## src/rtl/sq_sweep_pkg.sv

```systemverilog
package sq_sweep_pkg;

    typedef enum logic [2:0] {
        S_OFF   = 3'd0,
        S_WAIT  = 3'd1,
        S_TCHK  = 3'd2,
        S_CALC  = 3'd3,
        S_RECHK = 3'd4
    } sweep_state_t;

endpackage

```

## src/rtl/sq_sweep_calc.sv

```systemverilog
module sq_sweep_calc #(
    parameter int PW = 11,
    parameter int SW = 3
) (
    input  logic [PW-1:0] shadow_i,
    input  logic [SW-1:0] shift_i,
    input  logic          sub_i,
    output logic [PW:0]   sum_o,
    output logic          ovf_o
);

    logic [PW:0] base;
    logic [PW:0] delta;

    always_comb begin
        base  = {1'b0, shadow_i};
        delta = base >> shift_i;
        if (sub_i) begin
            sum_o = base - delta;
        end else begin
            sum_o = base + delta;
        end
        // carry out of the top period bit marks a value above the maximum
        ovf_o = sum_o[PW];
    end

endmodule

```

## src/rtl/sq_sweep_timer.sv

```systemverilog
module sq_sweep_timer #(
    parameter int PACE_W = 3
) (
    input  logic              clk,
    input  logic              rst_n,
    input  logic              load_i,
    input  logic              step_i,
    input  logic [PACE_W-1:0] pace_i,
    output logic              expire_o
);

    localparam int TW = PACE_W + 1;
    localparam logic [TW-1:0] FULL = TW'(2 ** PACE_W);

    logic [TW-1:0] cnt_q;
    logic [TW-1:0] reload;

    always_comb begin
        if (pace_i == '0) begin
            reload = FULL;
        end else begin
            reload = {1'b0, pace_i};
        end
        expire_o = step_i && (cnt_q == TW'(1));
    end

    always_ff @(posedge clk) begin
        if (!rst_n) begin
            cnt_q <= FULL;
        end else if (load_i) begin
            cnt_q <= reload;
        end else if (step_i) begin
            if (cnt_q == TW'(1)) begin
                cnt_q <= reload;
            end else begin
                cnt_q <= cnt_q - TW'(1);
            end
        end
    end

    p_cnt_range_r8: assert property (@(posedge clk) disable iff (!rst_n)
        (cnt_q != '0) && (cnt_q <= FULL));

endmodule

```

## src/rtl/sq_sweep_guard.sv

```systemverilog
module sq_sweep_guard (
    input  logic clk,
    input  logic rst_n,
    input  logic clear_i,
    input  logic mark_i,
    input  logic dir_sub_i,
    output logic dir_kill_o
);

    logic used_q;
    logic dir_q;

    assign dir_kill_o = used_q && dir_q && !dir_sub_i;

    always_ff @(posedge clk) begin
        if (!rst_n) begin
            used_q <= 1'b0;
            dir_q  <= 1'b0;
        end else begin
            dir_q <= dir_sub_i;
            if (clear_i) begin
                used_q <= 1'b0;
            end else if (mark_i) begin
                used_q <= 1'b1;
            end
        end
    end

    p_used_clear_r9: assert property (@(posedge clk) disable iff (!rst_n)
        clear_i |=> !used_q);

endmodule

```

## src/rtl/sq_sweep.sv

```systemverilog
module sq_sweep
    import sq_sweep_pkg::*;
#(
    parameter int PW     = 11,
    parameter int SW     = 3,
    parameter int PACE_W = 3
) (
    input  logic              clk,
    input  logic              rst_n,
    input  logic              trig_i,
    input  logic              tick_i,
    input  logic [PW-1:0]     period_i,
    input  logic [PACE_W-1:0] pace_i,
    input  logic              dir_sub_i,
    input  logic [SW-1:0]     shift_i,
    output logic              wb_valid_o,
    output logic [PW-1:0]     wb_period_o,
    output logic              kill_o
);

    sweep_state_t state_q, state_d;

    logic [PW-1:0] shadow_q;
    logic [PW:0]   sum;
    logic          ovf;
    logic          expire;
    logic          dir_kill;
    logic          in_calc;
    logic          step;
    logic          shift_nz;
    logic          pace_nz;

    assign shift_nz = (shift_i != '0);
    assign pace_nz  = (pace_i != '0);
    assign in_calc  = (state_q == S_TCHK) || (state_q == S_CALC) || (state_q == S_RECHK);
    assign step     = tick_i && !trig_i && (state_q == S_WAIT);

    sq_sweep_calc #(.PW(PW), .SW(SW)) u_calc (
        .shadow_i (shadow_q),
        .shift_i  (shift_i),
        .sub_i    (dir_sub_i),
        .sum_o    (sum),
        .ovf_o    (ovf)
    );

    sq_sweep_timer #(.PACE_W(PACE_W)) u_timer (
        .clk      (clk),
        .rst_n    (rst_n),
        .load_i   (trig_i),
        .step_i   (step),
        .pace_i   (pace_i),
        .expire_o (expire)
    );

    sq_sweep_guard u_guard (
        .clk        (clk),
        .rst_n      (rst_n),
        .clear_i    (trig_i),
        .mark_i     (in_calc && dir_sub_i),
        .dir_sub_i  (dir_sub_i),
        .dir_kill_o (dir_kill)
    );

    // next-state decision
    always_comb begin
        state_d = state_q;
        if (trig_i) begin
            if (shift_nz) begin
                state_d = S_TCHK;
            end else if (pace_nz) begin
                state_d = S_WAIT;
            end else begin
                state_d = S_OFF;
            end
        end else begin
            unique case (state_q)
                S_OFF: begin
                    state_d = S_OFF;
                end
                S_WAIT: begin
                    if (dir_kill) begin
                        state_d = S_OFF;
                    end else if (expire && pace_nz) begin
                        state_d = S_CALC;
                    end
                end
                S_TCHK: begin
                    state_d = (ovf || dir_kill) ? S_OFF : S_WAIT;
                end
                S_CALC: begin
                    if (ovf || dir_kill) begin
                        state_d = S_OFF;
                    end else if (shift_nz) begin
                        state_d = S_RECHK;
                    end else begin
                        state_d = S_WAIT;
                    end
                end
                S_RECHK: begin
                    state_d = (ovf || dir_kill) ? S_OFF : S_WAIT;
                end
            endcase
        end
    end

    // state register and shadow period
    always_ff @(posedge clk) begin
        if (!rst_n) begin
            state_q  <= S_OFF;
            shadow_q <= '0;
        end else begin
            state_q <= state_d;
            if (trig_i) begin
                shadow_q <= period_i;
            end else if ((state_q == S_CALC) && !ovf && !dir_kill && shift_nz) begin
                shadow_q <= sum[PW-1:0];
            end
        end
    end

    // registered outputs
    always_ff @(posedge clk) begin
        if (!rst_n) begin
            wb_valid_o  <= 1'b0;
            wb_period_o <= '0;
            kill_o      <= 1'b0;
        end else begin
            wb_valid_o <= 1'b0;
            kill_o     <= 1'b0;
            if (!trig_i) begin
                if ((state_q == S_CALC) && !ovf && !dir_kill && shift_nz) begin
                    wb_valid_o  <= 1'b1;
                    wb_period_o <= sum[PW-1:0];
                end
                if ((in_calc && ovf) || ((state_q != S_OFF) && dir_kill)) begin
                    kill_o <= 1'b1;
                end
            end
        end
    end

    p_wb_single_r6: assert property (@(posedge clk) disable iff (!rst_n)
        wb_valid_o |=> !wb_valid_o);

    p_wb_shift_r6: assert property (@(posedge clk) disable iff (!rst_n)
        wb_valid_o |-> ($past(shift_i) != '0));

    p_trig_quiet_r3: assert property (@(posedge clk) disable iff (!rst_n)
        trig_i |=> (!wb_valid_o && !kill_o));

    p_off_quiet_r5: assert property (@(posedge clk) disable iff (!rst_n)
        ((state_q == S_OFF) && !trig_i) |=> (!wb_valid_o && !kill_o));

    p_kill_idles_r5: assert property (@(posedge clk) disable iff (!rst_n)
        (kill_o && !$past(trig_i) && !trig_i) |-> (state_q == S_OFF));

    p_exclusive_r7: assert property (@(posedge clk) disable iff (!rst_n)
        !(wb_valid_o && kill_o));

endmodule

```

## config.mk

```make
export PLATFORM = sky130hd
export DESIGN_NAME = sq_sweep
export DESIGN_NICKNAME = d
export VERILOG_FILES = /design/src/rtl/sq_sweep_pkg.sv /design/src/rtl/sq_sweep_calc.sv /design/src/rtl/sq_sweep_timer.sv /design/src/rtl/sq_sweep_guard.sv /design/src/rtl/sq_sweep.sv
export SDC_FILE = /design/constraint.sdc
export NUM_CORES = 1
export LEC_CHECK = 0
export BUFFER_PORTS_ARGS = -buffer_cell sky130_fd_sc_hd__buf_2
export CAP_MARGIN = 0
export CORE_MARGIN = 10
export CORE_UTILIZATION = 63
export CTS_CLUSTER_DIAMETER = 40
export CTS_CLUSTER_SIZE = 12
export DETAILED_ROUTE_END_ITERATION = 16
export PLACE_DENSITY = 0.86
export SLEW_MARGIN = 25
export SYNTH_ARGS = -nofsm -noshare
export SYNTH_HDL_FRONTEND = slang
export SYNTH_SLANG_ARGS = --single-unit
```

## constraint.sdc

```tcl
create_clock -name clk -period 6.1 [get_ports clk]
set_clock_uncertainty 0.05 [all_clocks]
set_input_delay 0.305 -clock clk [delete_from_list [all_inputs] [get_ports clk]]
set_output_delay 0.305 -clock clk [all_outputs]
set_load 0.1 [all_outputs]
```

# --- After elaboration in Yosys (flattened, before gate mapping) ---
# Cells that the tools add are included.
totals:
  reg_bits: 33
  inputBits: 22
  output_inout_bits: 13
  elab_cells: 68
classes:
  addsub: 3
  eq_ne: 6
  n_shift: 1
  n_mux: 18
  n_bitwise: 2
  reduce_logical: 30
ops:
  columns: ["operator", "n"]
  rows:
  - ["11-bit 2-to-1 mux", 2]
  - ["4-bit 2-to-1 mux", 4]
  - ["3-bit 2-to-1 mux", 5]
  - ["11-bit by 12-bit adder with 12-bit output", 1]
  - ["1-bit logical AND", 12]
  - ["12-bit 2-to-1 mux", 1]
  - ["3-bit one-hot mux with 4 select lines", 1]
  - ["11-bit by 3-bit >> shifter with 12-bit output", 1]
  - ["11-bit by 12-bit subtractor with 12-bit output", 1]
  - ["3-bit nonzero test", 3]
  - ["3-bit by 2-bit equality test with 1-bit output (second input constant)", 2]
  - ["3-bit zero test", 2]
  - ["4-bit by 1-bit equality test with 1-bit output (second input constant)", 1]
  - ["1-bit zero test", 4]
  - ["1-bit logical OR", 4]
  - ["1-bit 2-to-1 mux", 4]
  - ["4-bit by 3-bit inequality test with 1-bit output (second input constant)", 1]
  - ["2-bit nonzero test", 2]
  - ["2-bit OR reduction", 2]
  - ["4-bit by 1-bit subtractor with 4-bit output (second input constant)", 1]
  - ["3-bit by 1-bit equality test with 1-bit output (second input constant)", 1]
  - ["3-bit equality test (second input constant)", 1]
  - ["2-bit 2-to-1 mux", 1]
  - ["1-bit inverter", 2]
  - ["2-bit AND reduction", 1]

# --- Depth between registers and ports, before layout ---
depth:
  word_depth: 9
  mapped_depth: 21
  mapped_depth_nobuf: 18

# --- Modules after synthesis ---
# Synthesis repeated with hierarchy kept, for this count alone.
unflattened:
  hier_cells: 353
  area_unflattened_um2: 2971.6
by_module_without_submodules:
  columns: ["mod", "instances", "cells_per_inst", "area_per_inst_um2", "seq_area_each_um2"]
  rows:
  - ["sq_sweep", 1, 138, 1300.0, 540.5]
  - ["sq_sweep_calc", 1, 172, 1298.7, 0.0]
  - ["sq_sweep_timer", 1, 36, 302.8, 80.1]
  - ["sq_sweep_guard", 1, 7, 70.1, 40.0]

# --- Worst setup path before layout ---
# No wires, ideal clock.
synth_timing:
  path_type: "input to register"
  from: "input shift_i[1]"
  to: "register wb_period_o[10]"
  setup_ps: 72
  arrival_time_ps: 4146
  required_ps: 5978
  setup_slack_ps: 1832
  path_stages: 21
  path_buffers: 4
  path_cell_list: "buf_6 buf_12 buf_6 mux2i_1 a21o_1 mux2_2 ha_1 nand2_1 nor2_1 a21oi_1 xor2_1 ha_1 a21oi_1 nor3b_1 nand3_1 a311o_1 or4_1 mux2i_2 and2_4 buf_6 mux2i_1"
synth_via:
  elab_chain_len: 8
  elab_cells_between_ends: 10
  cone_classes: "2 x add/sub; 1 x shift; 1 x mux; 6 x reduce/logical"
synth_rtl:
  columns: ["element", "line_no", "rtl"]
  rows:
  - ["from (decl)", "sq_sweep.sv:15", "input logic [SW-1:0] shift_i,"]
  - ["11-bit by 3-bit >> shifter with 12-bit output", "sq_sweep_calc.sv:17", "delta = base >> shift_i;"]
  - ["11-bit by 12-bit adder with 12-bit output / 11-bit by 12-bit subtractor with 12-bit output (equally long branches)", "sq_sweep_calc.sv:21, sq_sweep_calc.sv:19", null]
  - ["12-bit 2-to-1 mux", "sq_sweep_calc.sv:18", "if (sub_i) begin"]
  - ["1-bit zero test", "sq_sweep.sv:131", "if ((state_q == S_CALC) && !ovf && !dir_kill && shift_nz) begin"]
  - ["1-bit logical AND (3 in a row)", "sq_sweep.sv:131", null]
  - ["2-bit AND reduction (no line)", null, null]
  - ["to (signal assigned)", "sq_sweep.sv:133", "wb_period_o <= sum[PW-1:0];"]
  - ["to (decl)", "sq_sweep.sv:17", "output logic [PW-1:0] wb_period_o,"]
# Parallel ways exist; a longest one is shown, timed or not.
# A chain may end at the register's enable or synchronous reset.

# --- Final worst setup path ---
layout_timing:
  from: "register shadow_q[7]"
  to: "register wb_period_o[10]"
layout_via:
  elab_chain_len: 8
  elab_cells_between_ends: 9
  cone_classes: "2 x add/sub; 1 x shift; 1 x mux; 5 x reduce/logical"
layout_rtl:
  columns: ["element", "line_no", "rtl"]
  rows:
  - ["from (decl)", "sq_sweep.sv:23", "logic [PW-1:0] shadow_q;"]
  - ["from (signal assigned)", "sq_sweep.sv:114", "shadow_q <= period_i;"]
  - ["from (signal assigned)", "sq_sweep.sv:116", "shadow_q <= sum[PW-1:0];"]
  - ["11-bit by 3-bit >> shifter with 12-bit output", "sq_sweep_calc.sv:17", null]
  - ["11-bit by 12-bit adder with 12-bit output / 11-bit by 12-bit subtractor with 12-bit output (equally long branches)", "sq_sweep_calc.sv:21, sq_sweep_calc.sv:19", null]
  - ["12-bit 2-to-1 mux *", "sq_sweep_calc.sv:18", null]
  - ["1-bit zero test", "sq_sweep.sv:131", null]
  - ["1-bit logical AND (3 in a row)", "sq_sweep.sv:131", null]
  - ["2-bit AND reduction (no line)", null, null]
# Every way passes the cells marked *; elsewhere a longest branch is shown, timed or not.

==> flow_metrics.env <==
export IMPL_max_stage_delay_ns=0.50
export IMPL_final_cell_area_sq_mm=0.00294
export IMPL_yosys_area_top_type="dfxtp_1"
export IMPL_fmax_mhz=212
export IMPL_setup_worst_path_end_class="flip-flop"
export IMPL_placed_area_sq_mm=0.00284
export IMPL_syn_area_sq_mm=0.00273
export IMPL_drtAntennaViolNets=0
export IMPL_start_kind="flip-flop"
export IMPL_p_leak_nw=1.18
export IMPL_swShare_pct=36.1
export IMPL_required_ns=6.25
export IMPL_synth_area_leaders="dfxtp_1, mux2i_1, ha_1"
export IMPL_start_util_pct=66.7
export IMPL_dp_slack_ns=1.22
export IMPL_antenna_found_initial=0
export IMPL_grt_max_degree=37
export IMPL_io_buffers=34
export IMPL_first_pass_iters=4
export IMPL_htreeDepth=2
export IMPL_ctsHoldBuffers=0
export IMPL_fin_tns_setup_ns=0
export IMPL_maxSlewHeadroom_pct=62.8
export IMPL_root_buffer="clkbuf_8"
export IMPL_crit_path_start="shadow_q[7]"
export IMPL_power_density_mw_per_mm2=230
export IMPL_ys_types=57
export IMPL_postCtsSetupBuffers=0
export IMPL_gr_total_overflow=0
export IMPL_hold_depth=3
export IMPL_tightest_slew_ns=0.558
export IMPL_drtIter0Drc=168
export IMPL_placeableCoreArea_sq_mm=0.00409
export IMPL_arrival_ns=4.87
export IMPL_critPathKind="reg2reg"
export IMPL_timing_rr_start="shadow_q[7]"
export IMPL_setup_viol=0
export IMPL_die_area_sq_mm=0.00736
export IMPL_worst_slack_ns=1.38
export IMPL_ir_worst_vdd_mv=0.183
export IMPL_r2r_slack_ns=1.38
export IMPL_clockBufferDepth=2
export IMPL_ys_seq_area_share_pct=24.2
export IMPL_synthCells=343
export IMPL_vias=2514
export IMPL_synth_ff_type="dfxtp_1"
export IMPL_gp_congestion=0.927
export IMPL_rsz0062_at_grt="false"
export IMPL_min_period_ns=4.72
export IMPL_min_path_type="in2reg"
export IMPL_min_from="period_i[2]"
export IMPL_clkPwrFrac_pct=26.9
export IMPL_row_count=23
export IMPL_drv_cap=0
export IMPL_internal_power_uw=433
export IMPL_dpl_cell_count=407
export IMPL_cts_inserted_buffers=5
export IMPL_yosysWarnings=0
export IMPL_die_h_um=85.8
export IMPL_power_net_switching_uw=245
export IMPL_finalPower_uw=678
export IMPL_drc=0
export IMPL_fin_cells=415
export IMPL_first_global_vias=2443
export IMPL_outcome="finished clean"
export IMPL_wirelength_um=6380
export IMPL_reg2reg_to="wb_period_o[10]"
export IMPL_clkLatencyLatePin_ns=0.28
export IMPL_hold_violations=0
export IMPL_comb_power_share_pct=38.1
export IMPL_clkTransAtPathRegs_ns=0.07
export IMPL_cpMaxStageDelayCell="dfxtp_1"
export IMPL_fp_dieW_um=85.8
export IMPL_grt_pass1_wl_um=11000
export IMPL_drv_slew=0
export IMPL_io_pins=35
export IMPL_viasPerCell=6.06
export IMPL_num_antenna_cells=0
export IMPL_syn2layout_area_growth_pct=7.94
export IMPL_synth_async_reset_ratio_pct=0
export IMPL_seqPwrFrac_pct=35.0
export IMPL_hold_end="shadow_q[2]"
export IMPL_period_share_pct=77.3
export IMPL_syn_mean_instance_area_sq_um=7.95
export IMPL_cts_tree="done"
export IMPL_cts_resized=0
export IMPL_drive_gt1_share_pct=17.5
export IMPL_synth_top_cell_area_share_pct=24.2
export IMPL_cts_num_sinks=33
export IMPL_grt_usage_pct=17.4
export IMPL_reg2reg_depth=19
export IMPL_cp_max_fo=25
export IMPL_synth_seq_cells=33
export IMPL_final_net_count=401
export IMPL_synth_edf_count=0
export IMPL_worstPathCellList="mux2_4 -> o2bb2ai_1 -> a221oi_2 -> inv_1 -> ha_1 -> nand2_1 -> nor2_1 -> a21oi_1 -> xor2_1 -> ha_1 -> a21oi_1 -> nor3b_1 -> nand3_1 -> a311o_1 -> or4_1 -> mux2i_2 -> buf_4 -> and2_4 -> mux2i_1"
export IMPL_hpwl_um=4790
export IMPL_wl_per_cell_um=15.4
export IMPL_syn_num_nets=380
## power by group through the flow
stage / logic (mW) / clock network, mW / registers, mW
floorplan: 0.205 / 0 / 0.241
global placement: 0.248 / 0 / 0.242
detailed placement: 0.251 / 0 / 0.242
CTS: 0.256 / 0.184 / 0.237
global route: 0.289 / 0.195 / 0.239
finish: 0.258 / 0.182 / 0.237
## placed cells by master, fill, tap and decap left out, types with 3 or more instances in the layout
cell	synthesis	routed
buf_2	3	34
or3_1	6	6
and2_1	3	3
a211oi_1	8	8
inv_1	8	8
a211oi_2	5	5
a31oi_1	4	4
nor3_1	14	14
mux2i_1	18	18
xnor2_1	8	8
a21oi_1	23	23
and3_1	3	3
nand2b_1	7	7
nor2b_1	7	7
a21o_1	3	3
xor2_1	10	10
nor3b_1	5	5
a311oi_1	3	3
nor2_1	32	32
dfxtp_1	33	33
nand2_1	42	42
nand3_1	5	5
clkbuf_8	0	7
ha_1	14	14
mux2_2	4	4
o21ai_0	22	22
## sequential cells by signal (all words and copies together), names as in the netlist
signal / cells
shadow_q: 11
wb_period_o: 11
u_timer.cnt_q: 4
state_q: 3
kill_o: 1
u_guard.dir_q: 1
u_guard.used_q: 1
wb_valid_o: 1
## layer usage
layer	part of all wire (%)	global-route usage, %
met1	43	20.7
met2	51	31.0
met3	5.6	3.50
met4	0.58	4.04
met5	0	0
## metrics by stage
step	util, %	hold WS, ns
floorplan	-	0.380
global placement	69.6	0.390
detailed placement	69.6	0.397
CTS	72.0	0.224
global route	72.0	0.253
finish	72.0	0.227
## cell families after synthesis
kind of cell | count (synthesis) | share of synthesized area (%)
and+or+nand+nor | 136 | 24.6
xor gates and xnor gates | 18 | 5.78
muxes | 26 | 11.0
DFF | 33 | 24.2
AOI/OAI and AO/OA | 86 | 21.6
buffers and inverters | 29 | 5.69
adders and majority gates | 15 | 7.16
## synth_stat cells, types with 3 or more instances
cell / count
mux2_2: 4
mux2i_1: 18
xor2_1: 10
nor2_1: 32
dfxtp_1: 33
a311oi_1: 3
a31oi_1: 4
xnor2_1: 8
a21o_1: 3
nand2_1: 42
ha_1: 14
nor3_1: 14
clkbuf_1: 13
and3_1: 3
nor2b_1: 7
a211oi_2: 5
nor3b_1: 5
nand2b_1: 7
nand3_1: 5
buf_2: 3
buf_6: 3
or3_1: 6
inv_1: 8
a21oi_1: 23
and2_1: 3
o21ai_0: 22
a211oi_1: 8
## worst max-delay path by stage
stage,end,depth (start not counted)
6_report,wb_period_o[10],19
5_1_grt,wb_period_o[8],19
4_1_cts,wb_period_o[10],19
3_5_place_dp,wb_period_o[10],19
3_3_place_gp,wb_period_o[2],17
2_1_floorplan,wb_period_o[10],21
## cell type report
cell class / count / area (sq um)
tap: 50 / 62.6
clock buffer: 7 / 96.3
sequential: 33 / 661
fill: 331 / 1140
clock inverter: 1 / 5.00
multi-input combinational: 281 / 1910
inverter: 8 / 30.0
timing repair buffer: 35 / 178
## worst max-delay path, delay by kind of cell, from the launching register on
kind | cells | cell delay (ns)
buffers and inverters | 2 | 0.38
DFF | 1 | 0.50
AOI/OAI and AO/OA | 5 | 1.14
adders and majority gates | 2 | 0.51
muxes | 3 | 0.60
xor gates and xnor gates | 1 | 0.17
and+or+nand+nor | 6 | 1.29
(Power assumes the default switching activity.)
